$ cat src/rtl/stp_pkg.sv
package stp_pkg;

    typedef enum logic [1:0] {
        PH_IDLE   = 2'd0,
        PH_ACCEL  = 2'd1,
        PH_CRUISE = 2'd2,
        PH_DECEL  = 2'd3
    } phase_e;

    typedef struct packed {
        logic a;
        logic a_n;
        logic b;
        logic b_n;
    } coil_t;

    localparam int unsigned SEQ_IDX_W = 3;

    // Eight-state winding table; even indices energise two coils, odd ones one.
    function automatic coil_t coil_of(input logic [SEQ_IDX_W-1:0] idx);
        coil_t c;
        case (idx)
            3'd0:    c = coil_t'(4'b1010);
            3'd1:    c = coil_t'(4'b0010);
            3'd2:    c = coil_t'(4'b0110);
            3'd3:    c = coil_t'(4'b0100);
            3'd4:    c = coil_t'(4'b0101);
            3'd5:    c = coil_t'(4'b0001);
            3'd6:    c = coil_t'(4'b1001);
            default: c = coil_t'(4'b1000);
        endcase
        return c;
    endfunction

endpackage

$ cat src/rtl/stp_rate_gen.sv
module stp_rate_gen #(
    parameter int ACC_W = 8,
    parameter int SPD_W = 5
) (
    input  logic             clk,
    input  logic             rst,
    input  logic             run,
    input  logic [SPD_W-1:0] speed,
    output logic             step
);

    typedef struct packed {
        logic [ACC_W-1:0] acc;
    } rate_st_t;

    rate_st_t   st_q, st_d;
    logic [ACC_W:0] sum_d;

    always_comb begin
        st_d  = st_q;
        sum_d = {1'b0, st_q.acc} + {{(ACC_W + 1 - SPD_W){1'b0}}, speed};
        step  = 1'b0;
        if (run) begin
            st_d.acc = sum_d[ACC_W-1:0];
            step     = sum_d[ACC_W];
        end else begin
            st_d.acc = '0;
        end
    end

    always_ff @(posedge clk or posedge rst) begin
        if (rst) st_q <= '0;
        else     st_q <= st_d;
    end


    step_gap_chk: assert property (@(posedge clk) disable iff (rst)
        step |=> !step);

endmodule

$ cat src/rtl/stp_profile.sv
module stp_profile
    import stp_pkg::*;
#(
    parameter int CNT_W      = 16,
    parameter int SPD_W      = 5,
    parameter int MAX_SPEED  = 16,
    parameter int RAMP_STEPS = 8
) (
    input  logic             clk,
    input  logic             rst,
    input  logic             start,
    input  logic             stop,
    input  logic             dir_in,
    input  logic [CNT_W-1:0] count_in,
    input  logic             step,
    output logic             busy,
    output logic             dir,
    output logic [SPD_W-1:0] speed
);

    localparam int RAMP_W = $clog2(RAMP_STEPS) + 1;
    localparam logic [SPD_W-1:0]  SPD_ONE   = SPD_W'(1);
    localparam logic [SPD_W-1:0]  SPD_TOP   = SPD_W'(MAX_SPEED);
    localparam logic [RAMP_W-1:0] RAMP_LAST = RAMP_W'(RAMP_STEPS - 1);
    localparam logic [CNT_W-1:0]  CNT_ONE   = CNT_W'(1);

    typedef struct packed {
        phase_e            phase;
        logic [CNT_W-1:0]  remain;
        logic [CNT_W-1:0]  ramp_up;
        logic [RAMP_W-1:0] ramp_cnt;
        logic [SPD_W-1:0]  speed;
        logic              dir;
    } prof_st_t;

    prof_st_t st_q, st_d;
    logic [CNT_W-1:0] remain_d;
    logic [CNT_W-1:0] ramp_up_d;
    logic             ramp_due_d;

    always_comb begin
        st_d       = st_q;
        remain_d   = st_q.remain - CNT_ONE;
        ramp_up_d  = st_q.ramp_up + CNT_ONE;
        ramp_due_d = (st_q.ramp_cnt == RAMP_LAST);
        if (st_q.phase == PH_IDLE) begin
            if (start && !stop && (count_in != '0)) begin
                st_d.phase    = PH_ACCEL;
                st_d.remain   = count_in;
                st_d.ramp_up  = '0;
                st_d.ramp_cnt = '0;
                st_d.speed    = SPD_ONE;
                st_d.dir      = dir_in;
            end
        end else if (stop) begin
            st_d.phase = PH_IDLE;
        end else if (step) begin
            st_d.remain = remain_d;
            if (remain_d == '0) begin
                st_d.phase = PH_IDLE;
            end else begin
                case (st_q.phase)
                    PH_ACCEL: begin
                        st_d.ramp_up = ramp_up_d;
                        if (remain_d <= ramp_up_d) begin
                            st_d.phase    = PH_DECEL;
                            st_d.ramp_cnt = '0;
                        end else if (ramp_due_d) begin
                            st_d.ramp_cnt = '0;
                            st_d.speed    = st_q.speed + SPD_ONE;
                            if (st_q.speed + SPD_ONE == SPD_TOP) st_d.phase = PH_CRUISE;
                        end else begin
                            st_d.ramp_cnt = st_q.ramp_cnt + RAMP_W'(1);
                        end
                    end
                    PH_CRUISE: begin
                        if (remain_d <= st_q.ramp_up) begin
                            st_d.phase    = PH_DECEL;
                            st_d.ramp_cnt = '0;
                        end
                    end
                    default: begin
                        if (ramp_due_d) begin
                            st_d.ramp_cnt = '0;
                            if (st_q.speed > SPD_ONE) st_d.speed = st_q.speed - SPD_ONE;
                        end else begin
                            st_d.ramp_cnt = st_q.ramp_cnt + RAMP_W'(1);
                        end
                    end
                endcase
            end
        end
    end

    always_ff @(posedge clk or posedge rst) begin
        if (rst) begin
            st_q          <= '0;
            st_q.phase    <= PH_IDLE;
            st_q.speed    <= SPD_ONE;
        end else begin
            st_q <= st_d;
        end
    end

    assign busy  = (st_q.phase != PH_IDLE);
    assign dir   = st_q.dir;
    assign speed = st_q.speed;


    stop_abort_chk: assert property (@(posedge clk) disable iff (rst)
        (busy && stop) |=> !busy);


    speed_range_chk: assert property (@(posedge clk) disable iff (rst)
        busy |-> (speed >= SPD_ONE && speed <= SPD_TOP));


    speed_slew_chk: assert property (@(posedge clk) disable iff (rst)
        (busy && $past(busy) && speed != $past(speed)) |->
        (speed == $past(speed) + SPD_ONE || speed == $past(speed) - SPD_ONE));


    remain_dec_chk: assert property (@(posedge clk) disable iff (rst)
        (busy && step && !stop) |=> (st_q.remain == $past(st_q.remain) - CNT_ONE));

endmodule

$ cat src/rtl/stp_coil_seq.sv
module stp_coil_seq
    import stp_pkg::*;
(
    input  logic  clk,
    input  logic  rst,
    input  logic  step,
    input  logic  dir,
    input  logic  half,
    output coil_t coils
);

    typedef struct packed {
        logic [SEQ_IDX_W-1:0] idx;
    } seq_st_t;

    seq_st_t st_q, st_d;
    logic [SEQ_IDX_W-1:0] delta_d;

    always_comb begin
        st_d    = st_q;
        delta_d = half ? SEQ_IDX_W'(1) : SEQ_IDX_W'(2);
        if (step) begin
            st_d.idx = dir ? (st_q.idx - delta_d) : (st_q.idx + delta_d);
        end
    end

    always_ff @(posedge clk or posedge rst) begin
        if (rst) st_q <= '0;
        else     st_q <= st_d;
    end

    assign coils = coil_of(st_q.idx);


    coil_excl_chk: assert property (@(posedge clk) disable iff (rst)
        !(coils.a && coils.a_n) && !(coils.b && coils.b_n));

endmodule

$ cat src/rtl/trap_stepper_ctrl.sv
module trap_stepper_ctrl #(
    parameter int CNT_W      = 16,
    parameter int ACC_W      = 8,
    parameter int MAX_SPEED  = 16,
    parameter int RAMP_STEPS = 8
) (
    input  logic             clk,
    input  logic             rst,
    input  logic             dir_sel,
    input  logic             half_sel,
    input  logic [CNT_W-1:0] step_count,
    input  logic             start,
    input  logic             stop,
    output logic             coil_a,
    output logic             coil_a_n,
    output logic             coil_b,
    output logic             coil_b_n,
    output logic             busy
);

    import stp_pkg::*;

    localparam int SPD_W = $clog2(MAX_SPEED + 1);

    logic             busy_w;
    logic             dir_w;
    logic             step_w;
    logic [SPD_W-1:0] speed_w;
    coil_t            coils_w;

    stp_profile #(
        .CNT_W      (CNT_W),
        .SPD_W      (SPD_W),
        .MAX_SPEED  (MAX_SPEED),
        .RAMP_STEPS (RAMP_STEPS)
    ) u_profile (
        .clk      (clk),
        .rst      (rst),
        .start    (start),
        .stop     (stop),
        .dir_in   (dir_sel),
        .count_in (step_count),
        .step     (step_w),
        .busy     (busy_w),
        .dir      (dir_w),
        .speed    (speed_w)
    );

    stp_rate_gen #(
        .ACC_W (ACC_W),
        .SPD_W (SPD_W)
    ) u_rate (
        .clk   (clk),
        .rst   (rst),
        .run   (busy_w && !stop),
        .speed (speed_w),
        .step  (step_w)
    );

    stp_coil_seq u_coils (
        .clk   (clk),
        .rst   (rst),
        .step  (step_w),
        .dir   (dir_w),
        .half  (half_sel),
        .coils (coils_w)
    );

    assign coil_a   = coils_w.a;
    assign coil_a_n = coils_w.a_n;
    assign coil_b   = coils_w.b;
    assign coil_b_n = coils_w.b_n;
    assign busy     = busy_w;


    idle_hold_chk: assert property (@(posedge clk) disable iff (rst)
        !busy_w |=> $stable(coils_w));


    start_rise_chk: assert property (@(posedge clk) disable iff (rst)
        (!busy_w && start && !stop && step_count != '0) |=> busy_w);

endmodule

$ cat config.mk
export PLATFORM = sky130hd
export DESIGN_NAME = trap_stepper_ctrl
export DESIGN_NICKNAME = d
export VERILOG_FILES = /design/src/rtl/stp_pkg.sv /design/src/rtl/stp_rate_gen.sv /design/src/rtl/stp_profile.sv /design/src/rtl/stp_coil_seq.sv /design/src/rtl/trap_stepper_ctrl.sv
export SDC_FILE = /design/constraint.sdc
export NUM_CORES = 1
export LEC_CHECK = 0
export ABC_AREA = 1
export BUFFER_PORTS_ARGS = -buffer_cell sky130_fd_sc_hd__buf_4
export CORE_MARGIN = 5
export CORE_UTILIZATION = 40
export CTS_CLUSTER_DIAMETER = 120
export CTS_CLUSTER_SIZE = 8
export DETAILED_ROUTE_END_ITERATION = 12
export GPL_TIMING_DRIVEN = 1
export PLACE_DENSITY_LB_ADDON = 0.1
export SYNTH_ARGS = -nofsm -noshare
export SYNTH_HDL_FRONTEND = slang
export SYNTH_HIERARCHICAL = 1
export SYNTH_SLANG_ARGS = --single-unit
$ cat constraint.sdc
create_clock -name clk -period 5.6 [get_ports clk]
set_input_delay 1.12 -clock clk [delete_from_list [all_inputs] [get_ports clk]]
set_output_delay 1.12 -clock clk [all_outputs]
set_load 0.01 [all_outputs]
==> key figures <==
STA
  • Final hold slack: 532 ps
  • Endpoints failing hold: 0
  • Final Cycle Share: 65.4%
  • Worst-Margin Slew: 1020 ps
  • Setup Viol. Count Final: 0
  • Min Tclk post-route: 3660 ps
  • Final TNS setup: 0 ps
  • Setup Skew: roughly 3.7 ps
  • Final Slew Violations: 0
  • RSZ-0062 raised after global routing: false
  • Slew headroom: between 30% and 40%
  • FMAX: 273 MHz

Logic synthesis
  • Xor/xnor cell area share of the yosys netlist: 4.38%
  • Seq cells post-synth: 55
  • Synth Flop Type: dfrtp_1
  • Syn Area/Cell: 7.01 um2
  • Sequential element share of the synthesized area: around 29%
  • Largest family of logic cells by synthesized area: simple AND/OR/NAND/NOR gates
  • Yosys cell types: 43
  • Top-count cell post-synth: nand2_1
  • Mux cell area share after synthesis: 0%
  • Synthesized area: 4800 um2
  • Post-synth EDFFs: 0
  • Post-synthesis adder-cell area fraction: 13.9%
  • Area contributors post-synth: dfrtp_1 28%, nand2_1 14%, ha_1 13%, inv_1 6.7%, nor2_1 5.1%
  • Synth Area in Compound Gates: between 10% and 20%
  • Commonest cells post-synth: 182 x nand2_1, 86 x inv_1, 65 x nor2_1
  • Warning count from the yosys run: 6
  • Area leader, netlist: dfrtp_1
  • Async SR Flop Fraction: 100%
  • Syn Inst Count: 684
  • Share of the synthesized area in the top cell type: around 28%
  • Simple-gate share of the synthesized area: between 30% and 40%
  • Syn nets: 758

Final layout
  • Non-Filler Instances: 852
  • Share of cells above drive strength 1: 11.1%
  • Filler cells: about 1,200
  • Diode count: 0
  • Nets@finish: 778
  • Reg area: 1380 um2
  • Area grow syn2layout: 10.1%
  • Multi-input gate area: 2970 um2

Power
  • Seq pwr share: between 20% and 30%
  • Comb pwr share: 58.1%
  • Leakage power: 2.50 nW
  • Cell-internal power: 1.23 mW
  • Clock network power share: 17.2%
  • Worst vdd ir: about 0.18 mV
  • Switch Pwr: 1.18 mW
  • Power per standard cell area: 456 nW/um2
  • Total Power: 2.41 mW
  • Net Sw Frac: 48.8%

Clock tree
  • CTS tree: built
  • CTS Hold Buffers Added: 0
  • Setup bufs post-CTS: 0
  • CTS Buf Count: 5
  • CTS root buffer: clkbuf_16
  • CTS sink cnt: 55
  • CTS max path bufs: 2
  • Htree depth: 2
  • Post-cts sizing count: 0
  • Worst-Skew Late Latency: 310 ps
  • Clock-pin slew on the worst setup and hold paths: ~70 ps

Setup path
  • FF-to-FF path depth: 20
  • Crit Path Max Fanout: 8
  • CP Launch Type: flop
  • Required time worst endpoint: between 5000 and 6000 ps
  • Critical path arrival: 3850 ps
  • WS Path Type: flop to flop
  • R2R setup slack: 1940 ps
  • R2r startpoint: u_profile/st_q[10]$_DFFE_PP0P_
  • Setup crit end kind: flop
  • FF-to-FF End: u_profile/speed[4]$_DFFE_PP0P_

Routing
  • Via-per-instance ratio: 5.04
  • DR DRC count: 0
  • Antenna viol nets, final: 0
  • Pre-Repair DR Iteration Count: 5
  • WL/cell: 14.0 um
  • Number of DRC markers in iteration 0: 219
  • Post-Route WL: approximately 12,000 um
  • DR vias: approximately 4,300

GRT
  • First-pass GRT wire length: 20,600 um
  • Grt total ovfl: 0
  • Vias in the first global route: 4,300
  • Gr usage total: 17.7%
  • Pin count of the biggest net entering global routing: 45
  • Antenna violations before repair: 0

Floorplan
  • Site Rows: 40
  • Core area: approximately 12,000 um2
  • Die ar.: 14,300 um2
  • I/O pin count: 27
  • Die height: about 120 um
  • Die Wd: 120 um
  • Starting density of the core: roughly 40%

Outcome
  • Status: finished, final reports clean

Hold path
  • Hold WC Path Type: flop to flop
  • Worst Hold Depth: 2
  • Worst hold endpoint: u_profile/st_q[15]$_DFFE_PP0P_
  • Hold path start: u_profile/st_q[15]$_DFFE_PP0P_

Flow run
  • Max Cap Viol: 0

Place
  • Buffers on Ports: 26
  • Final Wtd Congestion: 0.843
  • Final HPWL DP: ~9400 um
  • Placed Cells: between 800 and 900
worst max-delay path, cell delays in order (launching register included):
cell and delay (ps):
dfrtp_1 400, ha_1 210, nand3_1 130, nor3_1 290, nand3_1 190, nor3_1 350
nand3_1 150, xor2_1 160, inv_1 90, ha_1 270, nand2_1 40, nor2_1 120
nand2_1 90, inv_1 50, nand2_1 60, a21boi_0 380, nor2_1 80, nor2_1 200
nand2_2 140, nand2_1 80, o21ai_0 70
worst max path at each step:
stage	startpoint	end	depth (start not counted)
after floorplan	u_profile/st_q[10]$_DFFE_PP0P_	u_profile/speed[3]$_DFFE_PP0P_	20
after global placement	u_profile/st_q[10]$_DFFE_PP0P_	u_profile/speed[4]$_DFFE_PP0P_	20
after detailed placement	u_profile/st_q[10]$_DFFE_PP0P_	u_profile/speed[4]$_DFFE_PP0P_	20
after CTS	u_profile/st_q[10]$_DFFE_PP0P_	u_profile/speed[4]$_DFFE_PP0P_	20
after global routing	u_profile/st_q[10]$_DFFE_PP0P_	u_profile/speed[4]$_DFFE_PP0P_	20
final	u_profile/st_q[10]$_DFFE_PP0P_	u_profile/speed[4]$_DFFE_PP0P_	20
registers in the layout, summed over array words and instances (netlist names):
| register | flops |
|---|---|
| u_coils/st_q | 3 |
| u_profile/dir | 1 |
| u_profile/speed | 5 |
| u_profile/st_q | 38 |
| u_rate/st_q | 8 |
power by group through the flow:
| stage | logic, mW | clock network (mW) | registers (mW) |
|---|---|---|---|
| after floorplan | 1.11 | 0 | 0.563 |
| after global placement | 1.39 | 0 | 0.601 |
| after detailed placement | 1.41 | 0 | 0.603 |
| after CTS | 1.41 | 0.431 | 0.596 |
| after global routing | 1.64 | 0.441 | 0.615 |
| final | 1.40 | 0.413 | 0.597 |
stage by stage:
stage	util (%)	area, um2	worst slack [ps]
2_1_floorplan	-	4800	2550
3_3_place_gp	42.9	5090	2060
3_5_place_dp	42.9	5090	1960
4_1_cts	44.5	5280	1920
5_1_grt	44.5	5280	1500
6_report	44.5	5280	1940
routing by layer:
metal / global-route usage [%] / vias to the layer above / wire length (um)
met3: 3.35 / 12 / 475
li1: - / 2233 / -
met5: 0 / - / 0
met1: 24.8 / 1982 / 5950
met4: 5.08 / 0 / 194
met2: 28.0 / 68 / 5290
layout by cell type (no fill, tap or decap), types with 4 or more instances in the layout:
master     instances
inv_2              4
xnor2_1            4
nand2_1          182
nor2_4             4
inv_1             85
nor4_1             5
a21oi_1           37
o21ai_2            8
o21ai_0           42
buf_4             29
dfrtp_1           54
clkbuf_16          5
nand4_1           11
nor2_1            65
xor2_1            20
ha_1              50
o21ai_1            7
nand2_2           11
nand3_1           41
nor2_2             6
nor3_1             5
logic make-up (layout without fill, tap and decap cells):
group / count (synthesis) / in the layout
buffers and inverters: 107 / 128
flip-flops: 55 / 55
AO/OA/AOI/OAI: 104 / 104
XOR/XNOR: 24 / 24
AND/OR/NAND/NOR: 342 / 342
adder cells (fa/ha/maj): 52 / 52
cell type report:
| class | instances | area share (%) |
|---|---|---|
| well taps | 147 | 3.48 |
| clock inverters | 2 | 1.14 |
| inverters | 91 | 6.56 |
| flip-flops and latches | 55 | 26.1 |
| multi-input cells | 522 | 56.2 |
| repair buffers | 29 | 4.12 |
| clock buffers | 6 | 2.44 |
Note: power is estimated with default switching activity, not from simulation.
